$ cat src/rtl/holo_pkg.sv
package holo_pkg;

  // Quadrant of a wrapped phase, taken from its two top bits.
  typedef enum logic [1:0] {
    QUAD_0 = 2'd0,
    QUAD_1 = 2'd1,
    QUAD_2 = 2'd2,
    QUAD_3 = 2'd3
  } quad_t;

  // Second and third quadrants give a negative cosine.
  function automatic logic quad_negative(input quad_t q);
    return (q == QUAD_1) || (q == QUAD_2);
  endfunction

  // Odd quadrants walk the quarter table backwards.
  function automatic logic quad_mirrored(input quad_t q);
    return (q == QUAD_1) || (q == QUAD_3);
  endfunction

endpackage

$ cat src/rtl/holo_phase_gen.sv
// Sweeps the pixels of a row. The phase is built by additions only:
// the first difference gains delta each pixel, the increment gains the
// first difference. Only the top OUT_W bits of the phase leave the unit.
module holo_phase_gen #(
  parameter int PHASE_W = 16,
  parameter int OUT_W   = 8,
  parameter int AMP_W   = 12,
  parameter int NPIX    = 32,
  parameter int IDX_W   = 5
) (
  input  logic               clk,
  input  logic               rst,
  input  logic               load,
  input  logic [PHASE_W-1:0] ld_theta0,
  input  logic [PHASE_W-1:0] ld_g1,
  input  logic [PHASE_W-1:0] ld_delta,
  input  logic [PHASE_W-1:0] ld_offset,
  input  logic [AMP_W-1:0]   ld_amp,
  output logic               busy,
  output logic               o_valid,
  output logic [IDX_W-1:0]   o_idx,
  output logic [OUT_W-1:0]   o_phase,
  output logic [AMP_W-1:0]   o_amp
);

  localparam int              SHIFT = PHASE_W - OUT_W;
  localparam logic [IDX_W-1:0] LAST = IDX_W'(NPIX - 1);

  logic [PHASE_W-1:0] base_r;
  logic [PHASE_W-1:0] gamma_r;
  logic [PHASE_W-1:0] diff_r;
  logic [PHASE_W-1:0] delta_r;
  logic [AMP_W-1:0]   amp_r;
  logic [IDX_W-1:0]   cnt_r;

  always_ff @(posedge clk) begin
    if (rst) begin
      busy    <= 1'b0;
      o_valid <= 1'b0;
      o_idx   <= '0;
      o_phase <= '0;
      base_r  <= '0;
      gamma_r <= '0;
      diff_r  <= '0;
      delta_r <= '0;
      amp_r   <= '0;
      cnt_r   <= '0;
    end else begin
      o_valid <= busy;
      if (busy) begin
        o_phase <= OUT_W'((base_r + gamma_r) >> SHIFT);
        o_idx   <= cnt_r;
        gamma_r <= gamma_r + diff_r;
        diff_r  <= diff_r + delta_r;
        cnt_r   <= cnt_r + 1'b1;
        if (cnt_r == LAST) begin
          busy <= 1'b0;
        end
      end else if (load) begin
        busy    <= 1'b1;
        cnt_r   <= '0;
        gamma_r <= '0;
        diff_r  <= ld_g1;
        delta_r <= ld_delta;
        base_r  <= ld_theta0 + ld_offset;
        amp_r   <= ld_amp;
      end
    end
  end

  assign o_amp = amp_r;

endmodule

$ cat src/rtl/holo_cos_rom.sv
// Quarter-wave cosine table sampled at bin centres, so that odd quadrants
// reuse it by index inversion. One cycle of latency; the table has no reset
// so that it maps onto block memory.
module holo_cos_rom
  import holo_pkg::*;
#(
  parameter int LUT_AW = 6,
  parameter int COS_W  = 10
) (
  input  logic                    clk,
  input  logic                    rst,
  input  logic [LUT_AW+1:0]       phase_top,
  output logic signed [COS_W-1:0] cos_val
);

  localparam int  DEPTH  = 1 << LUT_AW;
  localparam int  CMAX   = (1 << (COS_W - 1)) - 1;
  localparam real TWO_PI = 6.283185307179586;

  logic [COS_W-1:0] rom [DEPTH];

  initial begin
    for (int j = 0; j < DEPTH; j++) begin
      rom[j] = COS_W'($rtoi(real'(CMAX) *
                 $cos(TWO_PI * (real'(j) + 0.5) / real'(4 * DEPTH)) + 0.5));
    end
  end

  quad_t             quad;
  logic [LUT_AW-1:0] k_raw;
  logic [LUT_AW-1:0] addr;
  logic [COS_W-1:0]  mag_q;
  logic              neg_q;

  assign quad  = quad_t'(phase_top[LUT_AW+1 -: 2]);
  assign k_raw = phase_top[LUT_AW-1:0];
  assign addr  = quad_mirrored(quad) ? ~k_raw : k_raw;

  always_ff @(posedge clk) begin
    mag_q <= rom[addr];
  end

  always_ff @(posedge clk) begin
    if (rst) begin
      neg_q <= 1'b0;
    end else begin
      neg_q <= quad_negative(quad);
    end
  end

  assign cos_val = neg_q ? (~mag_q + 1'b1) : mag_q;

endmodule

$ cat src/rtl/holo_pix_acc.sv
// Row store with read-modify-write over three stages:
// read, scale, saturating add and write back. A per-pixel written flag
// stands in for clearing the memory itself.
module holo_pix_acc #(
  parameter int NPIX  = 32,
  parameter int IDX_W = 5,
  parameter int AMP_W = 12,
  parameter int COS_W = 10,
  parameter int ACC_W = 16
) (
  input  logic                    clk,
  input  logic                    rst,
  input  logic                    clear,
  input  logic                    rd_en,
  input  logic [IDX_W-1:0]        rd_idx,
  input  logic                    c_valid,
  input  logic [IDX_W-1:0]        c_idx,
  input  logic [AMP_W-1:0]        c_amp,
  input  logic signed [COS_W-1:0] c_val,
  output logic                    inflight,
  output logic                    out_valid,
  output logic [IDX_W-1:0]        out_idx,
  output logic signed [ACC_W-1:0] out_value
);

  localparam int PROD_W = AMP_W + 1 + COS_W;
  localparam int WIDE_W = (ACC_W > PROD_W) ? ACC_W : PROD_W;
  localparam int SUM_W  = WIDE_W + 1;
  localparam logic signed [SUM_W-1:0] SAT_HI =
    {{(SUM_W-ACC_W+1){1'b0}}, {(ACC_W-1){1'b1}}};
  localparam logic signed [SUM_W-1:0] SAT_LO = ~SAT_HI;

  logic [ACC_W-1:0] mem [NPIX];
  logic [NPIX-1:0]  written;

  logic [ACC_W-1:0]         old_q;
  logic                     old_ok;
  logic signed [PROD_W-1:0] prod;
  logic                     p_valid;
  logic [IDX_W-1:0]         p_idx;
  logic signed [PROD_W-1:0] p_contrib;
  logic signed [ACC_W-1:0]  p_old;
  logic signed [SUM_W-1:0]  sum;
  logic signed [ACC_W-1:0]  sat_v;

  // Read stage, aligned with the cosine table read.
  always_ff @(posedge clk) begin
    if (rd_en) begin
      old_q <= mem[rd_idx];
    end
  end

  always_ff @(posedge clk) begin
    if (rst) begin
      old_ok <= 1'b0;
    end else if (rd_en) begin
      old_ok <= written[rd_idx];
    end
  end

  // Scale stage.
  assign prod = $signed({1'b0, c_amp}) * c_val;

  always_ff @(posedge clk) begin
    if (rst) begin
      p_valid   <= 1'b0;
      p_idx     <= '0;
      p_contrib <= '0;
      p_old     <= '0;
    end else begin
      p_valid   <= c_valid;
      p_idx     <= c_idx;
      p_contrib <= prod >>> (COS_W - 1);
      p_old     <= old_ok ? $signed(old_q) : '0;
    end
  end

  // Saturating add and write back.
  assign sum   = SUM_W'(p_old) + SUM_W'(p_contrib);
  assign sat_v = (sum > SAT_HI) ? ACC_W'(SAT_HI) :
                 (sum < SAT_LO) ? ACC_W'(SAT_LO) : ACC_W'(sum);

  always_ff @(posedge clk) begin
    if (p_valid) begin
      mem[p_idx] <= sat_v;
    end
  end

  always_ff @(posedge clk) begin
    if (rst) begin
      written   <= '0;
      out_valid <= 1'b0;
      out_idx   <= '0;
      out_value <= '0;
    end else begin
      out_valid <= p_valid;
      out_idx   <= p_idx;
      out_value <= sat_v;
      if (clear) begin
        written <= '0;
      end else if (p_valid) begin
        written[p_idx] <= 1'b1;
      end
    end
  end

  assign inflight = p_valid;

endmodule

$ cat src/rtl/holo_row_engine.sv
module holo_row_engine #(
  parameter int PHASE_W = 16,
  parameter int LUT_AW  = 6,
  parameter int COS_W   = 10,
  parameter int AMP_W   = 12,
  parameter int ACC_W   = 16,
  parameter int NPIX    = 32,
  localparam int IDX_W  = $clog2(NPIX),
  localparam int TOP_W  = LUT_AW + 2
) (
  input  logic                    clk,
  input  logic                    rst,
  input  logic                    frame_start,
  input  logic                    prm_valid,
  output logic                    prm_ready,
  input  logic [PHASE_W-1:0]      prm_theta0,
  input  logic [PHASE_W-1:0]      prm_g1,
  input  logic [PHASE_W-1:0]      prm_delta,
  input  logic [PHASE_W-1:0]      prm_offset,
  input  logic [AMP_W-1:0]        prm_amp,
  output logic                    pix_valid,
  output logic [IDX_W-1:0]        pix_index,
  output logic signed [ACC_W-1:0] pix_value
);

  logic               load;
  logic               clear;
  logic               gen_busy;
  logic               g_valid;
  logic [IDX_W-1:0]   g_idx;
  logic [TOP_W-1:0]   g_phase;
  logic [AMP_W-1:0]   g_amp;
  logic               s2_valid;
  logic [IDX_W-1:0]   s2_idx;
  logic [AMP_W-1:0]   s2_amp;
  logic signed [COS_W-1:0] cos_v;
  logic               acc_inflight;

  assign prm_ready = ~(gen_busy | g_valid | s2_valid | acc_inflight);
  assign load      = prm_valid & prm_ready;
  assign clear     = frame_start & prm_ready;

  holo_phase_gen #(
    .PHASE_W (PHASE_W),
    .OUT_W   (TOP_W),
    .AMP_W   (AMP_W),
    .NPIX    (NPIX),
    .IDX_W   (IDX_W)
  ) u_gen (
    .clk       (clk),
    .rst       (rst),
    .load      (load),
    .ld_theta0 (prm_theta0),
    .ld_g1     (prm_g1),
    .ld_delta  (prm_delta),
    .ld_offset (prm_offset),
    .ld_amp    (prm_amp),
    .busy      (gen_busy),
    .o_valid   (g_valid),
    .o_idx     (g_idx),
    .o_phase   (g_phase),
    .o_amp     (g_amp)
  );

  holo_cos_rom #(
    .LUT_AW (LUT_AW),
    .COS_W  (COS_W)
  ) u_rom (
    .clk       (clk),
    .rst       (rst),
    .phase_top (g_phase),
    .cos_val   (cos_v)
  );

  always_ff @(posedge clk) begin
    if (rst) begin
      s2_valid <= 1'b0;
      s2_idx   <= '0;
      s2_amp   <= '0;
    end else begin
      s2_valid <= g_valid;
      s2_idx   <= g_idx;
      s2_amp   <= g_amp;
    end
  end

  holo_pix_acc #(
    .NPIX  (NPIX),
    .IDX_W (IDX_W),
    .AMP_W (AMP_W),
    .COS_W (COS_W),
    .ACC_W (ACC_W)
  ) u_acc (
    .clk       (clk),
    .rst       (rst),
    .clear     (clear),
    .rd_en     (g_valid),
    .rd_idx    (g_idx),
    .c_valid   (s2_valid),
    .c_idx     (s2_idx),
    .c_amp     (s2_amp),
    .c_val     (cos_v),
    .inflight  (acc_inflight),
    .out_valid (pix_valid),
    .out_idx   (pix_index),
    .out_value (pix_value)
  );

endmodule

$ cat config.mk
export PLATFORM = sky130hd
export DESIGN_NAME = holo_row_engine
export DESIGN_NICKNAME = d
export VERILOG_FILES = /design/src/rtl/holo_pkg.sv /design/src/rtl/holo_phase_gen.sv /design/src/rtl/holo_cos_rom.sv /design/src/rtl/holo_pix_acc.sv /design/src/rtl/holo_row_engine.sv
export SDC_FILE = /design/constraint.sdc
export NUM_CORES = 1
export LEC_CHECK = 0
export ABC_AREA = 1
export BUFFER_PORTS_ARGS = -buffer_cell sky130_fd_sc_hd__clkbuf_2
export CAP_MARGIN = 20
export CORE_MARGIN = 10
export CORE_UTILIZATION = 50
export CTS_CLUSTER_DIAMETER = 60
export DETAILED_ROUTE_END_ITERATION = 12
export PLACE_DENSITY = 0.66
export SYNTH_ARGS = -nofsm -noshare
export SYNTH_HDL_FRONTEND = slang
export SYNTH_SLANG_ARGS = --single-unit
$ cat constraint.sdc
create_clock -name clk -period 7.75 [get_ports clk]
set_clock_uncertainty 0.1 [all_clocks]
set_input_delay 0.775 -clock clk [delete_from_list [all_inputs] [get_ports clk]]
set_output_delay 0.775 -clock clk [all_outputs]
set_load 0.01 [all_outputs]
## Word-level counts from Yosys, hierarchy flattened

Memories as Yosys holds them, arrays and structs flattened. A register that Yosys moved wholly into a read port is not among the register bits.
Cells that the tools add are included.

| storage, ports and cells | value |
|---|---|
| memories kept | 2 |
| RAM bits | 512 |
| output and inout port bits | 23 |
| input port bits | 80 |
| bits in read-only memories | 576 |
| register bits | 216 |

| cells by class | value |
|---|---|
| magnitude comparators | 5 |
| multipliers | 1 |
| eq/ne operators | 4 |
| mux-type cells | 19 |
| bitwise logic cells | 11 |
| reductions and logical operators | 7 |
| $add $sub $neg | 7 |

Memory list:

| name | words | bits a word | rd ports | clocked after Yosys merged registers in | wr ports | line | RTL |
|---|---|---|---|---|---|---|---|
| u_rom.rom | 64 | 9 | 1 | 1 | 0 | holo_cos_rom.sv:20 | `logic [COS_W-1:0] rom [DEPTH];` |
| u_acc.mem | 32 | 16 | 1 | 1 | 1 | holo_pix_acc.sv:33 | `logic [ACC_W-1:0] mem [NPIX];` |

Operators with widths:

| cell | number |
|---|---|
| 16-bit two-way mux | 6 |
| 16-bit adder | 4 |
| 32-bit bitwise OR | 1 |
| 24-bit by 16-bit greater-than comparator with 1-bit output, second input constant | 1 |
| 24-bit by 16-bit less-than comparator with 1-bit output, second input constant | 1 |
| 13-bit by 10-bit multiplier with 23-bit output | 1 |
| 16-bit by 14-bit adder with 17-bit output | 1 |
| 5-bit by 6-bit less-than comparator with 1-bit output, second input constant | 2 |
| 10-bit by 1-bit adder with 10-bit output, second input constant | 1 |
| 10-bit two-way mux | 1 |
| 5-bit two-way mux | 2 |
| 10-bit NOT | 1 |
| 1-bit two-way mux | 7 |
| 6-bit two-way mux | 1 |
| 6-bit NOT | 1 |
| 5-bit by 1-bit adder with 5-bit output, second input constant | 1 |
| 1-bit binary-select mux with 5-bit select | 1 |
| 1-bit demux with 5-bit select | 1 |
| 5-bit == test, second input constant | 1 |
| 5-bit by 1-bit >= comparator with 1-bit output, second input constant | 1 |
| 2-bit == test, second input constant | 2 |
| 2-bit OR reduction | 2 |
| 1-bit NOT | 3 |
| 1-bit bitwise OR | 3 |
| other kinds (6) | 8 |

## Longest topological paths before layout

Gate-level depths: netlist (run 1).

| depth | value |
|---|---|
| word-level depth | 7 |
| gate-level depth with buffers | 33 |
| mapped depth without buffers | 32 |

## Hierarchy

Synthesis (run 1) repeated with hierarchy kept, for this count alone.

| unflattened totals | value |
|---|---|
| cell total of the unflattened synthesis | 3,878 |
| area, all modules | 37,071.8 um^2 |

By module, submodules not included:

| module | cells each | instances | area an instance (um^2) | sequential area each (um^2) |
|---|---|---|---|---|
| holo_pix_acc | 2,618 | 1 | 28,701.3 | 17,677.0 |
| holo_phase_gen | 974 | 1 | 6,512.5 | 1,921.8 |
| holo_cos_rom | 222 | 1 | 1,306.3 | 200.2 |
| holo_row_engine | 64 | 1 | 551.8 | 360.3 |

## Least setup slack after synthesis (run 1)

Ideal clock, no wire load.

| path | value |
|---|---|
| path kind | register to register |
| start | reg u_rom.mag_q[0], read port of u_rom.rom |
| end | reg u_acc.p_contrib[10] |
| required time | 7.535 ns |
| slack | 2.026 ns |
| buffers on the path | 1 |
| arrival time | 5.509 ns |
| clock period less this slack | 5.724 ns |
| stages on the path, launching flop included | 29 |
| cell sequence | dfxtp_1 -> clkbuf_1 -> inv_1 -> ha_1 -> nand2_1 -> nor2_1 -> nand3_1 -> nand2_1 -> o21ai_0 -> or2_2 -> nand2_1 -> inv_1 -> nor2_1 -> fa_1 -> fa_1 -> fa_1 -> fa_1 -> inv_1 -> fa_1 -> inv_1 -> ha_1 -> a21oi_1 -> nor2_1 -> nor2_1 -> o21bai_1 -> a21oi_1 -> nand3_1 -> nand2_1 -> nor2_1 |

| on the way | value |
|---|---|
| cells in the longest elaborated chain, start to end | 4 |

Ends and longest elaborated chain:

| item | line | RTL |
|---|---|---|
| start, declared | holo_cos_rom.sv:32 | `logic [COS_W-1:0] mag_q;` |
| 10-bit NOT | holo_cos_rom.sv:51 | `assign cos_val = neg_q ? (~mag_q + 1'b1) : mag_q;` |
| 10-bit by 1-bit adder with 10-bit output | holo_cos_rom.sv:51 |  |
| 10-bit two-way mux * | holo_cos_rom.sv:51 |  |
| 13-bit by 10-bit multiplier with 23-bit output * | holo_pix_acc.sv:62 | `assign prod = $signed({1'b0, c_amp}) * c_val;` |
| end signal, assigned | holo_pix_acc.sv:73 | `p_contrib <= prod >>> (COS_W - 1);` |
| end, declared | holo_pix_acc.sv:41 | `logic signed [PROD_W-1:0] p_contrib;` |

Mark *: on every way between the ends. The rest lies on a longest branch, timed or not.
A chain may end at the register's enable or synchronous reset.

## Final worst setup path (run 1)

| path | value |
|---|---|
| start | reg u_rom.mag_q[0], read port of u_rom.rom |
| end | reg u_acc.p_contrib[9] |

The elaborated chain is that of the path after synthesis.

==> impl_table.tex, run 1 <==
\begin{tabular}{lr}
\hline
Metric & Value \\
\hline
\multicolumn{2}{l}{\textbf{Outcome}} \\
\quad Result of the run & finished, final reports clean \\
\multicolumn{2}{l}{\textbf{Critical path}} \\
\quad Worst path required time & 8.16 ns \\
\quad Kind of start point of the critical path & flop \\
\quad Max stage delay cell, worst path & sky130\_fd\_sc\_hd\_\_xor2\_1 \\
\quad Maximum net fanout on the critical path & 14 \\
\quad Arrival @ worst endpoint & 6.70 ns \\
\quad List of cells traversed by the critical path & nor3\_1, or2\_2, xor2\_1, nand2\_1, fa\_1, inv\_1, fa\_1, fa\_1, fa\_1, inv\_1, fa\_1, inv\_1, ha\_1, nand2\_1, nor4\_1, nand2\_1, nand2\_1, nand2\_1, a21oi\_1, nor2\_1 \\
\quad Crit. End Element & flop \\
\quad Critical path class & flop to flop \\
\quad Worst path max stage delay & 0.72 ns \\
\multicolumn{2}{l}{\textbf{Logic synthesis}} \\
\quad Share of the synthesized area in the top cell type & 43.4\% \\
\quad Synthesis Warnings & 0 \\
\quad Post-synth net total & 4076 \\
\quad Number of enable-type register cells in the synthesized netlist & 528 \\
\quad Register area share after synthesis & 55.1\% \\
\quad Average cell area after synthesis & 9.73 sq um \\
\quad Flip-flop and latch count after synthesis & 743 \\
\quad Most used flip-flop cell after synthesis & sky130\_fd\_sc\_hd\_\_edfxtp\_1 \\
\quad Count of distinct cell types in the synthesized netlist & 49 \\
\quad Fraction of registers with async set/reset & 0\% \\
\quad Synth area leader & sky130\_fd\_sc\_hd\_\_edfxtp\_1 \\
\quad Top cells by area, synth & sky130\_fd\_sc\_hd\_\_edfxtp\_1, sky130\_fd\_sc\_hd\_\_dfxtp\_1, sky130\_fd\_sc\_hd\_\_nor2\_1 \\
\quad Cells after Synth & 3759 \\
\quad Synthesized area & 36600 sq um \\
\multicolumn{2}{l}{\textbf{Floorplanning}} \\
\quad Floorplan die area & 84300 sq um \\
\quad Area of the core & 72700 sq um \\
\quad Count of boundary I/O pins & 103 \\
\quad Initial cell density of the core & 50.3\% \\
\quad Placement row count & 99 \\
\quad Die outline height & 290 um \\
\quad Die boundary width & 290 um \\
\multicolumn{2}{l}{\textbf{Pwr}} \\
\quad Worst supply voltage drop on vdd & 186 uV \\
\quad Total leakage power & 16.6 nW \\
\quad P per Cell Area & 264 nW/um\^{}2 \\
\multicolumn{2}{l}{\textbf{Cells and area}} \\
\quad Commonest non-fill, non-tap cell in the layout & sky130\_fd\_sc\_hd\_\_nor2\_1 \\
\quad Filler-free cell count of the finished design & 4858 \\
\quad Proportion of layout cells with a drive suffix above 1 & 8.39\% \\
\quad Most frequent cells in the layout & sky130\_fd\_sc\_hd\_\_nor2\_1, sky130\_fd\_sc\_hd\_\_nand2\_1, sky130\_fd\_sc\_hd\_\_edfxtp\_1 \\
\quad Layout net count & 4150 \\
\quad Signed area change from the synthesized netlist to the final layout & 11.6\% \\
\quad Antenna cell count & 0 \\
\multicolumn{2}{l}{\textbf{Route}} \\
\quad DRT antenna net count & 0 \\
\quad Average wire per cell in the routed design & 19.6 um \\
\quad Wirelength, routed & 95000 um \\
\quad First-pass iteration count of the detailed router & 5 \\
\quad Met2 wire length & 42200 um \\
\quad Via/cell ratio & 5.64 \\
\quad Top layer used by detailed routing & met5 \\
\quad DRT met1 WL & 41900 um \\
\quad Vias after detailed routing & 27400 \\
\quad WL met3 & 8250 um \\
\quad Iteration-0 DRC count of the detailed router & 2566 \\
\quad DRC viols & 0 \\
\multicolumn{2}{l}{\textbf{Placed design}} \\
\quad Weighted congestion reported at the end of routability-driven placement & 0.886 \\
\quad Dpl hpwl & 60000 um \\
\quad Cell count after placement & 4702 \\
\quad IO Port Bufs & 102 \\
\quad Pre-CTS setup slack & 1.52 ns \\
\multicolumn{2}{l}{\textbf{Global route}} \\
\quad Number of antenna violations at the first check in global routing & 4 \\
\quad Global-route wire length before repair & 149000 um \\
\quad Total grt overflow & 0 \\
\quad Global-route usage over all layers & 22.1\% \\
\quad Number of global-route vias before repair & 26300 \\
\quad Maximum number of pins on one net before global-route repair & 171 \\
\multicolumn{2}{l}{\textbf{Timing}} \\
\quad Period minus WS final & 6.29 ns \\
\quad Post-layout worst setup margin & 1.46 ns \\
\quad Measured slew at the worst slew-check pin & 1.19 ns \\
\quad Highest clock frequency the design can meet & 0.159 GHz \\
\quad Post-Route Setup TNS & 0 ns \\
\quad Crit share post-route & 81.2\% \\
\quad Setup violations, final & 0 \\
\quad Setup repair after global routing missed its margin & no \\
\quad Headroom to the max-slew limit & 20.8\% \\
\quad Number of pins with negative max-slew slack in the final report & 0 \\
\quad Count of final hold-check violations & 0 \\
\multicolumn{2}{l}{\textbf{Clock tree}} \\
\quad Maximum clock path buffer count & 3 \\
\quad Sinks on the clock net & 743 \\
\quad Clock transition time at the flip-flop clock pins of the worst setup and hold paths & 0.06 ns \\
\quad CTS H-Tree Depth & 3 \\
\quad Root cell of the clock tree & sky130\_fd\_sc\_hd\_\_clkbuf\_16 \\
\quad Post-cts repair resize count & 0 \\
\quad Number of buffers added by the clock tree synthesis step & 80 \\
\quad Clock latency at the later pin of the worst-skew pair & 0.63 ns \\
\quad Post-CTS repair timing setup buffer count & 0 \\
\quad TritonCTS clock tree & yes \\
\quad Total of hold buffers inserted after clock tree synthesis & 0 \\
\multicolumn{2}{l}{\textbf{Min path}} \\
\quad Worst min-delay path category & primary input to flop \\
\multicolumn{2}{l}{\textbf{Flow run}} \\
\quad Max\_cap viols & 0 \\
\hline
\end{tabular}
critical path: cells and delay by family (launching register included):
kind / cells / cell delay (ns)
XOR/XNOR: 1 / 0.72
flip-flops: 1 / 0.65
adder cells (fa/ha/maj): 6 / 2.93
buffers and inverters: 3 / 0.14
AND/OR/NAND/NOR: 9 / 1.44
AO/OA/AOI/OAI: 1 / 0.15
stage by stage:
stage                     utilization, %  total power [W]  hold WS [ns]  area, sq um
final                               56.1           0.0108         0.273        40800
after global routing                56.1           0.0114         0.280        40800
after CTS                           56.0           0.0108         0.255        40700
after detailed placement            52.3          0.00704         0.302        38000
after global placement              52.3          0.00700         0.293        38000
after floorplan                        -          0.00631         0.288        36600
cell type report:
cell class | count | area [sq um]
multi-input cells | 2480 | 14300
inverters | 361 | 1370
clock buffers | 107 | 2240
repair buffers | 167 | 1100
flip-flops and latches | 743 | 20200
fillers | 6248 | 31900
well taps | 959 | 1200
clock inverters | 41 | 413
cells in the mapped netlist (all sizes together), types with 13 or more instances:
cell,number
nand3,165
dfxtp,215
o22ai,41
a31oi,14
buf,65
a21oi,197
a21o,13
edfxtp,528
ha,155
o221ai,97
nor2,595
clkbuf,110
nand2,544
fa,82
o21bai,21
nor3,29
o21ai,412
o21a,15
xor2,32
inv,354
sequential cells by signal, summed over array words and instances, names as in the netlist, 8 cells and up:
register         cells
u_acc.mem          512
u_acc.written       32
u_acc.old_q         16
u_acc.out_value     16
u_acc.p_old         16
u_gen.base_r        16
u_gen.delta_r       16
u_gen.diff_r        16
u_gen.gamma_r       16
u_acc.p_contrib     14
s2_amp              12
u_gen.o_amp         12
u_rom.mag_q          9
u_gen.o_phase        8
cells by family (layout without fill, tap and decap cells):
kind of cell    after synthesis  count (layout)  synth area share (%)
flops                       743             743                  55.1
compound gates              837             837                  13.2
simple gates               1365            1365                  15.0
fa+ha+maj                   237             237                  9.79
xor+xnor                     41              41                  1.04
buf+inv                     536             676                  5.79
layer usage:
metal | track usage (%) | vias to the layer above
met2 | 34.5 | 1057
li1 | - | 13100
met5 | 0 | -
met4 | 7.29 | 6
met1 | 30.6 | 13100
met3 | 4.40 | 156
where the power goes:
group          switching (W)  total (W)  leakage [nW]  internal (W)
sequential          0.000123    0.00470          6.61       0.00458
combinational        0.00159    0.00227          8.69      0.000680
clock                0.00159    0.00381          1.30       0.00222
total                0.00331     0.0108          16.6       0.00748
path summary, 6_finish.rpt:
check	start	end	slack [ns]	depth (start not counted)
setup / recovery	u_rom.mag_q[0]$_DFF_P_	u_acc.p_contrib[9]$_SDFF_PP0_	1.46	20
hold / removal	prm_delta[12]	u_gen.delta_r[12]$_SDFFE_PP0P_	0.27	3
setup reg to reg	u_rom.mag_q[0]$_DFF_P_	u_acc.p_contrib[9]$_SDFF_PP0_	1.46	20
hold reg to reg	s2_idx[4]$_SDFF_PP0_	u_acc.p_idx[4]$_SDFF_PP0_	0.31	2
Power figures use the tool's default switching activity.
==> run 2, diff against run 1 <==
--- a/config.mk
+++ b/config.mk
@@ -12,7 +12,7 @@
 export CORE_UTILIZATION = 50
 export CTS_CLUSTER_DIAMETER = 60
 export DETAILED_ROUTE_END_ITERATION = 12
-export PLACE_DENSITY = 0.66
+export PLACE_DENSITY = 0.69
 export SYNTH_ARGS = -nofsm -noshare
 export SYNTH_HDL_FRONTEND = slang
 export SYNTH_SLANG_ARGS = --single-unit
==> constraint.sdc (replaced) <==
create_clock -name clk -period 5.5 [get_ports clk]
set_clock_uncertainty 0.1 [all_clocks]
set_input_delay 0.55 -clock clk [delete_from_list [all_inputs] [get_ports clk]]
set_output_delay 0.55 -clock clk [all_outputs]
set_load 0.01 [all_outputs]
==> run 2 against run 1 <==
  * Via count rose by 1.7%
  * Clock power up 41%
  * Register-to-register slack got worse by 1.3 ns
  * Final cell count rose by 1.1%
  * Highest routed layer is now met4
  * Worst hold slack worse by 0.22 ns
  * Critical path depth up 7
  * Combinational power grew 75%
  * Cell area increased by 2.3%
  * Routed wire length grew 2.0%
  * Sequential power grew 41%
  * Critical endpoint is now u_acc.p_contrib[11]$_SDFF_PP0_
  * Global-route usage hardly changed
  * Clock-buffer cell count increased by 4
==> impl_table.tex, run 2 (synthesis results as in run 1) <==
\begin{tabular}{lr}
\hline
Metric & Value \\
\hline
\multicolumn{2}{l}{\textbf{Cells and area}} \\
\quad Most frequent cells in the layout & sky130\_fd\_sc\_hd\_\_nor2\_1, sky130\_fd\_sc\_hd\_\_edfxtp\_1, sky130\_fd\_sc\_hd\_\_nand2\_1 (was sky130\_fd\_sc\_hd\_\_nor2\_1, sky130\_fd\_sc\_hd\_\_nand2\_1, sky130\_fd\_sc\_hd\_\_edfxtp\_1) \\
\quad Commonest non-fill, non-tap cell in the layout & sky130\_fd\_sc\_hd\_\_nor2\_1 (unchanged) \\
\quad Post-route design area & 41700 sq um (was 40800 sq um) \\
\quad Reg with most FFs & u\_acc.mem (unchanged) \\
\quad Layout net count & 4203 (was 4150) \\
\quad Signed area change from the synthesized netlist to the final layout & 14.2\% (was 11.6\%) \\
\quad Number of flip-flops in the largest register & 512 (unchanged) \\
\quad Reg area & 20200 sq um (about the same) \\
\quad Antenna cell count & 0 (unchanged) \\
\quad Proportion of layout cells with a drive suffix above 1 & 12.1\% (was 8.39\%) \\
\quad Filler-free cell count of the finished design & 4912 (was 4858) \\
\quad Fill cell total of the finished layout & 6121 (was 6248) \\
\quad Combined area of the multi-input logic cells & 14800 sq um (was 14300 sq um) \\
\quad Largest registers & u\_acc.mem: 512 flops, u\_acc.written: 32 flops (unchanged) \\
\multicolumn{2}{l}{\textbf{Pwr}} \\
\quad Total leakage power & 16.9 nW (was 16.6 nW) \\
\quad P per Cell Area & 383 nW/um\^{}2 (was 264 nW/um\^{}2) \\
\quad Worst supply voltage drop on vdd & 286 uV (was 186 uV) \\
\quad Overall Power & 0.0160 W (was 0.0108 W) \\
\multicolumn{2}{l}{\textbf{Critical path}} \\
\quad Crit. End Element & flop (unchanged) \\
\quad Most common cell type on the critical path & sky130\_fd\_sc\_hd\_\_fa\_1 \\
\quad FF-to-FF setup slack & 0.14 ns (was 1.46 ns) \\
\quad Worst path max stage delay & 0.54 ns (was 0.72 ns) \\
\quad Max stage delay cell, worst path & sky130\_fd\_sc\_hd\_\_fa\_1 (was sky130\_fd\_sc\_hd\_\_xor2\_1) \\
\quad Logic depth of the worst register-to-register path & 27 (was 20) \\
\quad Critical path class & flop to flop (unchanged) \\
\quad Critical register-to-register path startpoint & u\_rom.mag\_q[1]\$\_DFF\_P\_ (was u\_rom.mag\_q[0]\$\_DFF\_P\_) \\
\quad Worst path required time & 5.92 ns (was 8.16 ns) \\
\quad Largest delay contributor family on the critical path & adder cells (unchanged) \\
\quad Maximum net fanout on the critical path & 5 (was 14) \\
\quad Kind of start point of the critical path & flop (unchanged) \\
\quad Endpoint of the worst register-to-register path & u\_acc.p\_contrib[11]\$\_SDFF\_PP0\_ (was u\_acc.p\_contrib[9]\$\_SDFF\_PP0\_) \\
\quad Arrival @ worst endpoint & 5.78 ns (was 6.70 ns) \\
\quad Buffering stage count on the worst path with inverters included & 7 (was 3) \\
\multicolumn{2}{l}{\textbf{Clock tree}} \\
\quad Total of hold buffers inserted after clock tree synthesis & 0 (unchanged) \\
\quad Root cell of the clock tree & sky130\_fd\_sc\_hd\_\_clkbuf\_16 (unchanged) \\
\quad CTS H-Tree Depth & 3 (unchanged) \\
\quad TritonCTS clock tree & yes (unchanged) \\
\quad Clock transition time at the flip-flop clock pins of the worst setup and hold paths & 0.06 ns (about the same) \\
\quad Maximum clock path buffer count & 3 (unchanged) \\
\quad Sinks on the clock net & 743 (unchanged) \\
\quad Clock latency at the later pin of the worst-skew pair & 0.64 ns (was 0.63 ns) \\
\quad Number of buffers added by the clock tree synthesis step & 80 (unchanged) \\
\multicolumn{2}{l}{\textbf{Placed design}} \\
\quad Weighted congestion reported at the end of routability-driven placement & 0.891 (was 0.886) \\
\quad IO Port Bufs & 102 (unchanged) \\
\quad Pre-CTS setup slack & -0.144 ns (was 1.52 ns) \\
\quad Cell count after placement & 4748 (was 4702) \\
\quad Dpl hpwl & 60700 um (was 60000 um) \\
\quad Placed standard-cell area & 38500 sq um (was 38000 sq um) \\
\multicolumn{2}{l}{\textbf{Route}} \\
\quad Vias after detailed routing & 27900 (was 27400) \\
\quad DRC viols & 0 (unchanged) \\
\quad DRT antenna net count & 0 (unchanged) \\
\quad Wirelength, routed & 96900 um (was 95000 um) \\
\quad Average wire per cell in the routed design & 19.7 um (was 19.6 um) \\
\quad Via/cell ratio & 5.67 (was 5.64) \\
\quad First-pass iteration count of the detailed router & 6 (was 5) \\
\quad Iteration-0 DRC count of the detailed router & 2587 (was 2566) \\
\multicolumn{2}{l}{\textbf{Min path}} \\
\quad Min-delay src & prm\_delta[6] (was prm\_delta[12]) \\
\quad Worst min-delay path category & primary input to flop (unchanged) \\
\quad Hold worst-path end & u\_gen.delta\_r[6]\$\_SDFFE\_PP0P\_ (was u\_gen.delta\_r[12]\$\_SDFFE\_PP0P\_) \\
\quad Hold-critical path depth & 3 (unchanged) \\
\multicolumn{2}{l}{\textbf{Global route}} \\
\quad Global-route wire length before repair & 150000 um (was 149000 um) \\
\quad Number of antenna violations at the first check in global routing & 0 (was 4) \\
\quad Global-route usage over all layers & 22.2\% (was 22.1\%) \\
\quad Number of global-route vias before repair & 26500 (was 26300) \\
\quad Maximum number of pins on one net before global-route repair & 195 (was 171) \\
\quad Total grt overflow & 0 (unchanged) \\
\multicolumn{2}{l}{\textbf{Timing}} \\
\quad Period minus WS final & 5.36 ns (was 6.29 ns) \\
\quad Setup repair after global routing missed its margin & yes (was no) \\
\quad Headroom to the max-slew limit & 22.8\% (was 20.8\%) \\
\quad Crit share post-route & 97.4\% (was 81.2\%) \\
\quad Final Hold Slack & 0.0512 ns (was 0.273 ns) \\
\quad Setup violations, final & 0 (unchanged) \\
\quad Number of pins with negative max-slew slack in the final report & 0 (unchanged) \\
\quad Count of final hold-check violations & 0 (unchanged) \\
\quad Measured slew at the worst slew-check pin & 1.16 ns (was 1.19 ns) \\
\quad Post-layout worst setup margin & 0.144 ns (was 1.46 ns) \\
\quad Highest clock frequency the design can meet & 0.187 GHz (was 0.159 GHz) \\
\multicolumn{2}{l}{\textbf{Floorplanning}} \\
\quad Count of boundary I/O pins & 103 (unchanged) \\
\quad Floorplan die area & 84300 sq um (unchanged) \\
\quad Die boundary width & 290 um (unchanged) \\
\quad Initial cell density of the core & 50.3\% (unchanged) \\
\quad Area of the core & 72700 sq um (unchanged) \\
\quad Die outline height & 290 um (unchanged) \\
\quad Placement row count & 99 (unchanged) \\
\multicolumn{2}{l}{\textbf{Outcome}} \\
\quad Result of the run & finished, final reports clean (unchanged) \\
\multicolumn{2}{l}{\textbf{Flow run}} \\
\quad Max\_cap viols & 0 (unchanged) \\
\hline
\end{tabular}
## run 2: changes by cell type in the layout (fill, tap and decap cells not counted), sizes merged
cell	delta
buf	+53
clkbuf	+4
clkinv	-4
clkinvlp	+3
inv	-2
## run 2: metrics by stage
stage	setup TNS, ns	util [%]
after floorplan	-0.00149	-
after global placement	-0.214	52.8
after detailed placement	-0.805	52.9
after CTS	0	56.7
after global routing	-0.839	57.4
final	0	57.4
## run 2: worst max-delay path by stage
| stage | from | end | slack [ns] | depth (start not counted) |
|---|---|---|---|---|
| 6_report | u_rom.mag_q[1]$_DFF_P_ | u_acc.p_contrib[11]$_SDFF_PP0_ | 0.14 | 27 |
| 5_1_grt | u_rom.mag_q[1]$_DFF_P_ | u_acc.p_contrib[11]$_SDFF_PP0_ | -0.14 | 26 |
| 4_1_cts | u_rom.mag_q[0]$_DFF_P_ | u_acc.p_contrib[9]$_SDFF_PP0_ | 0.01 | 26 |
| 3_5_place_dp | u_rom.mag_q[0]$_DFF_P_ | u_acc.p_contrib[9]$_SDFF_PP0_ | -0.14 | 26 |
| 3_3_place_gp | u_rom.mag_q[0]$_DFF_P_ | u_acc.p_contrib[13]$_SDFF_PP0_ | -0.07 | 26 |
| 2_1_floorplan | u_rom.mag_q[0]$_DFF_P_ | u_acc.p_contrib[10]$_SDFF_PP0_ | -0.001 | 28 |
## run 2: per-layer routing
layer	part of all wire (%)	vias up	GRT usage, %
met1	43	13500	30.4
met3	8.1	137	3.53
met4	2.8	0	7.75
met5	0	-	0
met2	46	1080	35.3
li1	-	13200	-
## run 2: report_power, final
group          internal (W)  switching [W]  leakage [nW]
Clock               0.00313        0.00225          1.30
Combinational       0.00138        0.00260          9.01
Sequential          0.00646       0.000150          6.61
## run 2: layout make-up
| class | count | area share, % |
|---|---|---|
| sequential | 743 | 48.3 |
| multi-input combinational | 2480 | 35.5 |
| clock buffer | 111 | 5.39 |
| timing repair buffer | 220 | 3.64 |
| inverter | 361 | 3.31 |
| tap | 959 | 2.87 |
| clock inverter | 38 | 0.992 |
## run 2: timing repair
item	4_1_cts	5_1_grt
pin swaps	9	70
cloned	0	0
buffers inserted	2	10
resized for setup	17	114
endpoints found under the setup margin	10	14
## run 2: tightest hold or removal path: cells and delay by family
| kind | cells | cell delay, ns |
|---|---|---|
| buffers and inverters | 1 | 0.08 |
| AO/OA/AOI/OAI | 1 | 0.06 |
| AND/OR/NAND/NOR | 1 | 0.05 |
